## config.mk

```make
export PLATFORM = sky130hd
export DESIGN_NAME = fuse_rd_ctrl
export DESIGN_NICKNAME = d
export VERILOG_FILES = /design/src/rtl/fuse_pkg.sv /design/src/rtl/fuse_rom.sv /design/src/rtl/fuse_seq.sv /design/src/rtl/fuse_regs.sv /design/src/rtl/fuse_rd_ctrl.sv
export SDC_FILE = /design/constraint.sdc
export NUM_CORES = 1
export LEC_CHECK = 0
export ABC_AREA = 0
export BUFFER_PORTS_ARGS = -buffer_cell sky130_fd_sc_hd__buf_2
export CELL_PAD_IN_SITES_DETAIL_PLACEMENT = 1
export CELL_PAD_IN_SITES_GLOBAL_PLACEMENT = 1
export CORE_MARGIN = 3
export CORE_UTILIZATION = 51
export DETAILED_ROUTE_END_ITERATION = 8
export GPL_TIMING_DRIVEN = 0
export PLACE_DENSITY_LB_ADDON = 0.05
export SYNTH_ARGS = -nofsm -noshare
export SYNTH_HDL_FRONTEND = slang
export SYNTH_SLANG_ARGS = --single-unit
```

## constraint.sdc

```tcl
create_clock -name clk -period 10.1 [get_ports clk]
set_clock_uncertainty 0.1 [all_clocks]
set_input_delay 2.02 -clock clk [delete_from_list [all_inputs] [get_ports clk]]
set_output_delay 2.02 -clock clk [all_outputs]
set_load 0.005 [all_outputs]
```

## src/rtl/fuse_pkg.sv

```systemverilog
package fuse_pkg;

  // Register offsets on the bus
  localparam int CTRL_OFF = 0;
  localparam int DOUT_OFF = 4;

  // Control bits whose position the sequencing depends on
  localparam int BIT_CSB   = 0;
  localparam int BIT_STB   = 1;
  localparam int BIT_LOAD  = 2;
  localparam int BIT_PGENB = 3;
  localparam int BIT_PD    = 5;

  localparam logic [31:0] CTRL_RST = 32'h0000_0009;
  localparam logic [31:0] HASH_MUL = 32'h9E37_79B1;

  function automatic int addr_lsb(input int variant);
    case (variant)
      0:       return 8;
      1:       return 7;
      2:       return 6;
      default: return 16;
    endcase
  endfunction

  function automatic int addr_bits(input int variant);
    case (variant)
      0:       return 8;
      1:       return 9;
      default: return 10;
    endcase
  endfunction

  function automatic int data_bits(input int variant);
    return (variant == 3) ? 32 : 8;
  endfunction

  function automatic logic [31:0] fuse_word(input logic [31:0] a, input logic [31:0] seed);
    return (a * HASH_MUL) ^ seed;
  endfunction

endpackage

```

## src/rtl/fuse_rom.sv

```systemverilog
module fuse_rom
  import fuse_pkg::*;
#(
  parameter int          AW   = 10,
  parameter int          DW   = 32,
  parameter logic [31:0] SEED = 32'h5A5A_0F0F
) (
  input  logic          clk,
  input  logic [AW-1:0] addr,
  output logic [DW-1:0] data
);

  // Synchronous read of a computed image, one register stage
  always_ff @(posedge clk) begin
    data <= DW'(fuse_word(32'(addr), SEED));
  end

endmodule

```

## src/rtl/fuse_seq.sv

```systemverilog
module fuse_seq #(
  parameter int AW      = 10,
  parameter int DW      = 32,
  parameter int LATENCY = 4
) (
  input  logic          clk,
  input  logic          rst,
  input  logic          start,
  input  logic [AW-1:0] start_addr,
  input  logic [DW-1:0] rom_data,
  output logic [AW-1:0] rom_addr,
  output logic          busy,
  output logic [DW-1:0] dout
);

  // The array has one register stage, so two cycles is the floor
  localparam int EFF_LAT = (LATENCY < 2) ? 2 : LATENCY;
  localparam int CW      = $clog2(EFF_LAT + 1);

  logic [CW-1:0] cnt_q;

  always_ff @(posedge clk) begin
    if (rst) begin
      busy     <= 1'b0;
      cnt_q    <= '0;
      rom_addr <= '0;
      dout     <= '0;
    end else if (start && !busy) begin
      busy     <= 1'b1;
      cnt_q    <= CW'(EFF_LAT);
      rom_addr <= start_addr;
    end else if (busy) begin
      if (cnt_q == CW'(1)) begin
        busy  <= 1'b0;
        cnt_q <= '0;
        dout  <= rom_data;
      end else begin
        cnt_q <= cnt_q - 1'b1;
      end
    end
  end

  // Data register moves only when a read completes
  assert_dout_only_on_done_R4: assert property (@(posedge clk) disable iff (rst)
    !$stable(dout) |-> $fell(busy));

  // Completed value comes from the array output
  assert_dout_from_array_R5: assert property (@(posedge clk) disable iff (rst)
    $fell(busy) |-> (dout == $past(rom_data)));

  // Address under access is frozen while busy
  assert_addr_hold_R9: assert property (@(posedge clk) disable iff (rst)
    (busy && $past(busy)) |-> $stable(rom_addr));

endmodule

```

## src/rtl/fuse_regs.sv

```systemverilog
module fuse_regs
  import fuse_pkg::*;
#(
  parameter int VARIANT = 3,
  parameter int BUS_AW  = 4,
  parameter int AW      = 10,
  parameter int ALSB    = 16
) (
  input  logic              clk,
  input  logic              rst,
  input  logic              wr_en,
  input  logic              rd_en,
  input  logic [BUS_AW-1:0] addr,
  input  logic [31:0]       wdata,
  input  logic [31:0]       dout_word,
  input  logic              busy,
  output logic [31:0]       rdata,
  output logic              start,
  output logic [AW-1:0]     start_addr
);

  localparam logic [BUS_AW-1:0] OFF_C = BUS_AW'(CTRL_OFF);
  localparam logic [BUS_AW-1:0] OFF_D = BUS_AW'(DOUT_OFF);

  logic [31:0] ctrl_q;
  logic        ctrl_wr;
  logic        pd_clear;
  logic        mode_ok;
  logic        stb_rise;

  assign ctrl_wr = wr_en && (addr == OFF_C);

  generate
    if (VARIANT == 3) begin : g_pd
      assign pd_clear = !wdata[BIT_PD];
    end else begin : g_no_pd
      assign pd_clear = 1'b1;
    end
  endgenerate

  assign mode_ok    = wdata[BIT_LOAD] && !wdata[BIT_CSB] && wdata[BIT_PGENB] && pd_clear;
  assign stb_rise   = wdata[BIT_STB] && !ctrl_q[BIT_STB];
  assign start      = ctrl_wr && stb_rise && mode_ok && !busy;
  assign start_addr = wdata[ALSB +: AW];

  always_ff @(posedge clk) begin
    if (rst) begin
      ctrl_q <= CTRL_RST;
    end else if (ctrl_wr) begin
      ctrl_q <= wdata;
    end
  end

  always_ff @(posedge clk) begin
    if (rst) begin
      rdata <= '0;
    end else if (rd_en) begin
      case (addr)
        OFF_C:   rdata <= ctrl_q;
        OFF_D:   rdata <= dout_word;
        default: rdata <= '0;
      endcase
    end
  end

  assert_rdata_dout_R2: assert property (@(posedge clk) disable iff (rst)
    (rd_en && addr == OFF_D) |=> (rdata == $past(dout_word)));

  assert_pgenb_blocks_R6: assert property (@(posedge clk) disable iff (rst)
    (ctrl_wr && !wdata[BIT_PGENB] && !busy) |=> !busy);

  assert_csb_blocks_R7: assert property (@(posedge clk) disable iff (rst)
    (ctrl_wr && wdata[BIT_CSB] && !busy) |=> !busy);

  assert_no_rearm_R8: assert property (@(posedge clk) disable iff (rst)
    (ctrl_wr && ctrl_q[BIT_STB] && !busy) |=> !busy);

endmodule

```

## src/rtl/fuse_rd_ctrl.sv

```systemverilog
module fuse_rd_ctrl
  import fuse_pkg::*;
#(
  parameter int          VARIANT = 3,
  parameter int          LATENCY = 4,
  parameter logic [31:0] SEED    = 32'h5A5A_0F0F,
  parameter int          BUS_AW  = 4
) (
  input  logic              clk,
  input  logic              rst,
  input  logic              bus_wr,
  input  logic              bus_rd,
  input  logic [BUS_AW-1:0] bus_addr,
  input  logic [31:0]       bus_wdata,
  output logic [31:0]       bus_rdata,
  output logic              busy
);

  localparam int AW   = addr_bits(VARIANT);
  localparam int ALSB = addr_lsb(VARIANT);
  localparam int DW   = data_bits(VARIANT);

  logic          start;
  logic [AW-1:0] start_addr;
  logic [AW-1:0] rom_addr;
  logic [DW-1:0] rom_data;
  logic [DW-1:0] dout;
  logic [31:0]   dout_word;

  generate
    if (DW == 32) begin : g_word
      assign dout_word = dout;
    end else begin : g_byte
      assign dout_word = {{(32-DW){1'b0}}, dout};
    end
  endgenerate

  fuse_regs #(
    .VARIANT (VARIANT),
    .BUS_AW  (BUS_AW),
    .AW      (AW),
    .ALSB    (ALSB)
  ) u_regs (
    .clk        (clk),
    .rst        (rst),
    .wr_en      (bus_wr),
    .rd_en      (bus_rd),
    .addr       (bus_addr),
    .wdata      (bus_wdata),
    .dout_word  (dout_word),
    .busy       (busy),
    .rdata      (bus_rdata),
    .start      (start),
    .start_addr (start_addr)
  );

  fuse_seq #(
    .AW      (AW),
    .DW      (DW),
    .LATENCY (LATENCY)
  ) u_seq (
    .clk        (clk),
    .rst        (rst),
    .start      (start),
    .start_addr (start_addr),
    .rom_data   (rom_data),
    .rom_addr   (rom_addr),
    .busy       (busy),
    .dout       (dout)
  );

  fuse_rom #(
    .AW   (AW),
    .DW   (DW),
    .SEED (SEED)
  ) u_rom (
    .clk  (clk),
    .addr (rom_addr),
    .data (rom_data)
  );

  generate
    if (DW < 32) begin : g_chk_byte
      assert_upper_zero_R5: assert property (@(posedge clk) disable iff (rst)
        (bus_rd && bus_addr == BUS_AW'(DOUT_OFF)) |=> (bus_rdata[31:8] == 24'h0));
    end
  endgenerate

endmodule

```

==> results of run 1 <==
## routing by layer
layer | up-vias | routed length (um)
met5 | - | 0
met4 | 0 | 800
met3 | 56 | 613
met2 | 133 | 12800
met1 | 3400 | 10400
li1 | 3305 | -
## worst paths after layout
check / to / slack (ns) / cells past startpoint
max: u_rom.data[31]$_DFF_P_ / 3.84 / 17
min: u_seq.dout[16]$_SDFFE_PP0P_ / 0.33 / 2
max reg2reg: u_rom.data[31]$_DFF_P_ / 3.84 / 17
min reg2reg: u_seq.dout[16]$_SDFFE_PP0P_ / 0.33 / 2
## cells in the final DEF, fill, tap and decap left out, types with 2 or more instances in the layout
cell        instances
nand2_1           145
dfxtp_1           142
inv_1             133
a21oi_1            88
fa_1               81
ha_1               80
buf_2              70
nor2_1             52
clkbuf_1           42
a211oi_1           34
a22oi_1            32
xnor2_1            26
clkbuf_16          17
xor2_1             11
mux2i_1            10
o21ai_0             9
a21o_1              8
nand3_1             6
bufinv_16           5
nand2b_1            4
o21a_1              4
a31oi_1             4
clkinvlp_4          4
o21bai_1            3
nand3b_1            3
clkinv_4            3
nand4_1             2
o31ai_1             2
o211ai_1            2
a2111oi_0           2
and3_1              2
nor4_4              2
nor3_1              2
## synth_stat cells, types with 4 or more instances
library cell	instances
nand2_1	145
dfxtp_1	142
inv_1	133
a21oi_1	88
fa_1	81
ha_1	80
nor2_1	52
clkbuf_1	41
a211oi_1	34
a22oi_1	32
xnor2_1	26
xor2_1	11
mux2i_1	10
o21ai_0	9
a21o_1	8
nand3_1	6
a31oi_1	4
nand2b_1	4
o21a_1	4
## stage by stage
| step | power [mW] | hold WS (ns) | instance area (um^2) | worst slack (ns) | cells |
|---|---|---|---|---|---|
| floorplan | 0.610 | 0.317 | 8810 | 4.99 | 954 |
| global placement | 0.635 | 0.323 | 9440 | 3.92 | 1244 |
| detailed placement | 0.636 | 0.327 | 9440 | 3.85 | 1244 |
| CTS | 1.31 | 0.336 | 10100 | 3.82 | 1275 |
| global route | 1.35 | 0.357 | 10100 | 3.50 | 1275 |
| finish | 1.31 | 0.334 | 10100 | 3.84 | 1275 |
## area by class of cell
| class | instances | area, um^2 | area share |
|---|---|---|---|
| Clock buffer | 18 | 429 | 0.0426 |
| Inverter | 133 | 499 | 0.0495 |
| Multi-Input combinational cell | 637 | 5310 | 0.527 |
| Timing Repair Buffer | 70 | 350 | 0.0347 |
| Tap cell | 220 | 275 | 0.0273 |
| Buffer | 42 | 161 | 0.0160 |
| Sequential cell | 142 | 2840 | 0.282 |
| Clock inverter | 13 | 215 | 0.0213 |
## registers in the layout, summed over array words and instances (netlist names)
signal / cells
u_regs.ctrl_q: 32
u_regs.rdata: 32
u_rom.data: 32
u_seq.busy: 1
u_seq.cnt_q: 3
u_seq.dout: 32
u_seq.rom_addr: 10
## logic make-up (layout without fill, tap and decap cells)
logic type,Yosys count,in the layout
AOI/OAI and AO/OA,200,200
xor gates and xnor gates,37,37
adders and majority gates,161,161
buffers and inverters,175,276
DFF,142,142
muxes,11,11
and+or+nand+nor,228,228
## power by group through the flow
stage | clock network [mW] | registers [mW] | logic [mW]
detailed placement | 0 | 0.586 | 0.0508
finish | 0.680 | 0.574 | 0.0520
CTS | 0.684 | 0.574 | 0.0524
global route | 0.714 | 0.574 | 0.0575
floorplan | 0 | 0.586 | 0.0243
global placement | 0 | 0.585 | 0.0497
## tightest hold or removal path: stages, from the launching register on
cell and delay (ns):
dfxtp_1 0.29, nand2_1 0.05, a21oi_1 0.05
==> impl_metrics.env, run 1 <==
export IMPL_outcome="complete, no violations"
export IMPL_postCtsSetupBuffers=0
export IMPL_grt_ovfl_total=0
export IMPL_insertion_delay_ns=0.42
export IMPL_leakagePower_nw=4.59
export IMPL_io_buffers=70
export IMPL_rsz0062_at_grt="false"
export IMPL_cts_tree="built"
export IMPL_final_hold_viol_count=0
export IMPL_vdd_drop_max_mv=0.130
export IMPL_critPathTopFamily="adder cells"
export IMPL_power_frac_clock=0.521
export IMPL_p_sw_frac=0.214
export IMPL_grt_max_degree=17
export IMPL_slew_viol_final=0
export IMPL_layout_drive_gt1_share=0.104
export IMPL_fill_cells=2010
export IMPL_ios=73
export IMPL_die_w_um=137
export IMPL_crit_path_end_kind="register"
export IMPL_synth_edf_count=0
export IMPL_syn_area_per_cell_um2=9.24
export IMPL_finalCritPeriodShare=0.620
export IMPL_cp_max_fo=9
export IMPL_ys_ff_latch=142
export IMPL_coreArea_um2=16800
export IMPL_synth_ff_type="dfxtp_1"
export IMPL_cts_resized=0
export IMPL_internal_power_mw=1.03
export IMPL_syn2layout_area_growth_pct=14.4
export IMPL_gp_congestion=0.889
export IMPL_grt_pass1_wl_mm=39.5
export IMPL_ys_types=52
export IMPL_fp_dieH_um=137
export IMPL_antenna_found_initial=0
export IMPL_fp_row_count=47
export IMPL_max_freq_mhz=160
export IMPL_critPathRequiredTime_ns=10.34
export IMPL_cp_data_arrival_time_ns=6.51
export IMPL_synth_area_um2=8810
export IMPL_power_frac_comb=0.040
export IMPL_start_kind="register"
export IMPL_drc=0
export IMPL_synth_top_family_by_area="adder cells"
export IMPL_cts_buffers=17
export IMPL_ys_seq_area_frac=0.322
export IMPL_drt_total_wl_mm=24.6
export IMPL_switchingPower_mw=0.279
export IMPL_synth_simple_area_share=0.111
export IMPL_synthArstFlopShare=0
export IMPL_diodes=0
export IMPL_path_common_cell="fa_1"
export IMPL_slew_headroom=0.286
export IMPL_path_buf_inv=4
export IMPL_grt_pass1_vias=7568
export IMPL_met2_usage=0.497
export IMPL_busiest_layer="met2"
export IMPL_slowest_stage="dfxtp_1"
export IMPL_synth_cells=954
export IMPL_timing_rr_start="u_seq.rom_addr[1]$_SDFFE_PP0P_"
export IMPL_post_route_util=0.602
export IMPL_cp_cell_sequence="fa_1, inv_1, fa_1, fa_1, inv_1, fa_1, inv_1, fa_1, inv_1, ha_1, and4_1, o221ai_2, a2111oi_1, o31ai_1, o21ai_0, a21oi_1, xnor2_1"
export IMPL_share_seq_of_total_power=0.440
export IMPL_synth_area_leader_cell="dfxtp_1"
export IMPL_worstHoldStart="u_rom.data[16]$_DFF_P_"
export IMPL_yosys_warnings=0
export IMPL_cts_hold_buf=0
export IMPL_cp_startpoint="u_seq.rom_addr[1]$_SDFFE_PP0P_"
export IMPL_vias_per_cell=5.41
export IMPL_min_path_type="reg2reg"
export IMPL_synth_area_leaders="dfxtp_1 32%, fa_1 18%, ha_1 11%, nand2_1 6.2%, inv_1 5.7%"
export IMPL_drt_wirelength_per_cell_um=19.3
export IMPL_path_class="reg2reg"
export IMPL_antenna_left=0
export IMPL_drtIter0Drc=303
export IMPL_synthesis_nets=1155
export IMPL_worst_slew_pin_slew_ns=1.06
export IMPL_track_usage=0.273
export IMPL_cts_sinks=142
export IMPL_yosysTopAreaCellShare=0.322
export IMPL_start_util=0.526
export IMPL_synth_compound_area_frac=0.145
export IMPL_grtUsageMet3=0.0394
export IMPL_drv_cap=0
export IMPL_cpPeakStageDelay_ns=0.79
export IMPL_dieArea_um2=18900
export IMPL_cts_root_buf="clkbuf_16"
export IMPL_num_nets_final=1244
export IMPL_dp_hpwl_mm=18.7
export IMPL_cts_max_path_buffers=2
export IMPL_grtUsageMet1=0.326
export IMPL_firstDrtPassIters=4
export IMPL_setup_violations_final=0
export IMPL_period_needed_ns=6.26
export IMPL_synthAdderAreaFrac=0.298
export IMPL_synth_xor_area_share=0.0368
export IMPL_vias=6894
export IMPL_cts_clk_slew_worst_paths_ns=0.06
export IMPL_fin_setup_tns_ns=0
export IMPL_muxShareOfSynthArea=0.0126
export IMPL_power_per_cell_area_nw_per_um2=129
export IMPL_cts_htree_levels=4
No activity file was read; power rests on OpenSTA's default activity.
==> run 2: changes to the inputs <==
CORE_UTILIZATION = 42   (was 51)
clock period = 5.4 ns   (was 10.1 ns; I/O delays follow)
==> run 2 against run 1 <==
  * Sequential power up 86%
  * First-iteration DRC count down 28%
  * Die area up 20%
  * Setup slack worse by 3.7 ns
  * Wire length down 6.5%
  * Count of clock-buffer cells in the layout up 2
  * Combinational power up 83%
  * Final cell count up 4.9%
  * Register-to-register slack worse by 3.7 ns
  * Global-route usage down 6.4 points
  * Critical path type unchanged
  * Largest cell class unchanged
  * Largest power group unchanged
  * Highest routed layer unchanged
==> impl_metrics.env, run 2 (synthesized netlist as in run 1, its figures left out) <==
export IMPL_cts_buffers=17
export IMPL_dp_hpwl_mm=18.3
export IMPL_switchingPower_mw=0.520
export IMPL_diodes=0
export IMPL_timing_rr_start="u_seq.rom_addr[3]$_SDFFE_PP0P_"
export IMPL_grt_max_degree=17
export IMPL_hold_ws_ns=0.333
export IMPL_seq_area_um2=2870
export IMPL_drv_cap=0
export IMPL_power_per_cell_area_nw_per_um2=222
export IMPL_antenna_found_initial=0
export IMPL_reg2reg_depth=18
export IMPL_cts_max_path_buffers=2
export IMPL_cts_sinks=142
export IMPL_cts_htree_levels=4
export IMPL_start_kind="register"
export IMPL_insertion_delay_ns=0.42
export IMPL_pre_cts_ws_ns=-0.847
export IMPL_setup_violations_final=0
export IMPL_slowest_stage="fa_2"
export IMPL_final_common_cell="nand2_1"
export IMPL_ios=73
export IMPL_drc=0
export IMPL_grt_pass1_wl_mm=36.9
export IMPL_critPathTopFamily="adder cells"
export IMPL_max_freq_mhz=192
export IMPL_vias_per_cell=5.03
export IMPL_vias=6726
export IMPL_cpPeakStageDelay_ns=0.60
export IMPL_fill_cells=2390
export IMPL_dieArea_um2=22800
export IMPL_drt_wirelength_per_cell_um=17.2
export IMPL_coreArea_um2=20400
export IMPL_syn2layout_area_growth_pct=17.3
export IMPL_path_class="reg2reg"
export IMPL_cp_data_arrival_time_ns=5.46
export IMPL_grt_pass1_vias=6887
export IMPL_regToRegSetupSlack_ns=0.18
export IMPL_multiInputGateArea_um2=5450
export IMPL_track_usage=0.210
export IMPL_holdPathStages=2
export IMPL_min_path_type="reg2reg"
export IMPL_cp_max_fo=7
export IMPL_leakagePower_nw=4.62
export IMPL_cts_clk_slew_worst_paths_ns=0.06
export IMPL_fp_dieH_um=151
export IMPL_r2r_end="u_rom.data[25]$_DFF_P_"
export IMPL_cp_startpoint="u_seq.rom_addr[3]$_SDFFE_PP0P_"
export IMPL_crit_path_end_kind="register"
export IMPL_firstDrtPassIters=5
export IMPL_layout_common_cells="145 x nand2_1, 133 x dfxtp_1, 132 x inv_1, 86 x a21oi_1, 79 x fa_1"
export IMPL_rsz0062_at_grt="false"
export IMPL_worst_slew_pin_slew_ns=1.02
export IMPL_io_buffers=70
export IMPL_share_seq_of_total_power=0.465
export IMPL_drtIter0Drc=218
export IMPL_start_util=0.431
export IMPL_final_hold_viol_count=0
export IMPL_layout_drive_gt1_share=0.141
export IMPL_cts_root_buf="clkbuf_16"
export IMPL_slew_viol_final=0
export IMPL_p_sw_frac=0.226
export IMPL_critPathRequiredTime_ns=5.65
export IMPL_gp_congestion=0.846
export IMPL_internal_power_mw=1.78
export IMPL_fin_setup_tns_ns=0
export IMPL_slew_headroom=0.312
export IMPL_num_nets_final=1255
export IMPL_cts_tree="built"
export IMPL_cts_hold_buf=0
export IMPL_outcome="complete, no violations"
export IMPL_grt_ovfl_total=0
export IMPL_vdd_drop_max_mv=0.196
export IMPL_antenna_left=0
export IMPL_drt_total_wl_mm=23.0
export IMPL_path_buf_inv=5
export IMPL_dpl_cell_area_um2=9500
export IMPL_hold_path_end="u_seq.dout[22]$_SDFFE_PP0P_"
export IMPL_power_frac_comb=0.041
export IMPL_die_w_um=151
export IMPL_fp_row_count=52
export IMPL_period_needed_ns=5.22
export IMPL_worst_slack_ns=0.182
export IMPL_worstHoldStart="u_rom.data[22]$_DFF_P_"
export IMPL_cp_cell_sequence="fa_2, inv_1, fa_1, fa_1, inv_1, fa_1, inv_1, fa_1, inv_1, ha_4, and4_4, o221ai_4, a2111oi_4, buf_4, or4_4, a21o_1, a21oi_2, xor2_1"
export IMPL_power_frac_clock=0.494
export IMPL_final_area_um2=10300
export IMPL_finalCritPeriodShare=0.966
-- run 2: final cells by class --
class	count	share of cell area
multi-input combinational	637	0.527
sequential	142	0.277
inverter	133	0.0483
timing repair buffer	84	0.0440
clock buffer	20	0.0422
tap	270	0.0327
buffer	39	0.0145
clock inverter	12	0.0136
-- run 2: worst max path at each step --
| stage | slack [ns] | depth (start not counted) | to |
|---|---|---|---|
| 2_1_floorplan | 0.29 | 19 | u_rom.data[30]$_DFF_P_ |
| 3_3_place_gp | -0.89 | 17 | u_rom.data[31]$_DFF_P_ |
| 3_5_place_dp | -0.85 | 17 | u_rom.data[31]$_DFF_P_ |
| 4_1_cts | 0.02 | 17 | u_rom.data[31]$_DFF_P_ |
| 5_1_grt | 0.007 | 18 | u_rom.data[25]$_DFF_P_ |
| 6_report | 0.18 | 18 | u_rom.data[25]$_DFF_P_ |
-- run 2: repair_timing --
item | CTS | global route
gates resized for setup | 21 | 23
setup endpoints to repair | 13 | 7
endpoints found under the hold margin | 0 | 0
gates cloned | 0 | 0
pin swaps | 4 | 4
buffers inserted | 3 | 11
-- run 2: power by group through the flow --
stage / sequential [mW] / combinational [mW] / clock, mW
floorplan: 1.10 / 0.0455 / 0
global placement: 1.09 / 0.0954 / 0
detailed placement: 1.10 / 0.0961 / 0
CTS: 1.07 / 0.0966 / 1.15
global route: 1.07 / 0.107 / 1.21
finish: 1.07 / 0.0949 / 1.13
-- run 2: through the flow --
step | cells | power (mW) | utilization
after floorplan | 954 | 1.14 | -
after global placement | 1294 | 1.19 | 0.465
after detailed placement | 1294 | 1.19 | 0.465
after CTS | 1327 | 2.32 | 0.497
after global routing | 1337 | 2.38 | 0.506
final | 1337 | 2.30 | 0.506
-- run 2: routing by layer --
| layer | track usage | part of all wire | vias up |
|---|---|---|---|
| li1 | - | - | 3335 |
| met1 | 0.279 | 0.47 | 3282 |
| met2 | 0.363 | 0.49 | 88 |
| met3 | 0.0284 | 0.024 | 21 |
| met4 | 0.0485 | 0.012 | 0 |
| met5 | 0 | 0 | - |
-- run 2: worst reg2reg max path, stage by stage (launching register included) --
cell	delay, ns
dfxtp_4	0.39
fa_2	0.60
inv_1	0.05
fa_1	0.47
fa_1	0.49
inv_1	0.05
fa_1	0.50
inv_1	0.05
fa_1	0.51
inv_1	0.07
ha_4	0.27
and4_4	0.22
o221ai_4	0.08
a2111oi_4	0.10
buf_4	0.17
or4_4	0.52
a21o_1	0.20
a21oi_2	0.14
xor2_1	0.14
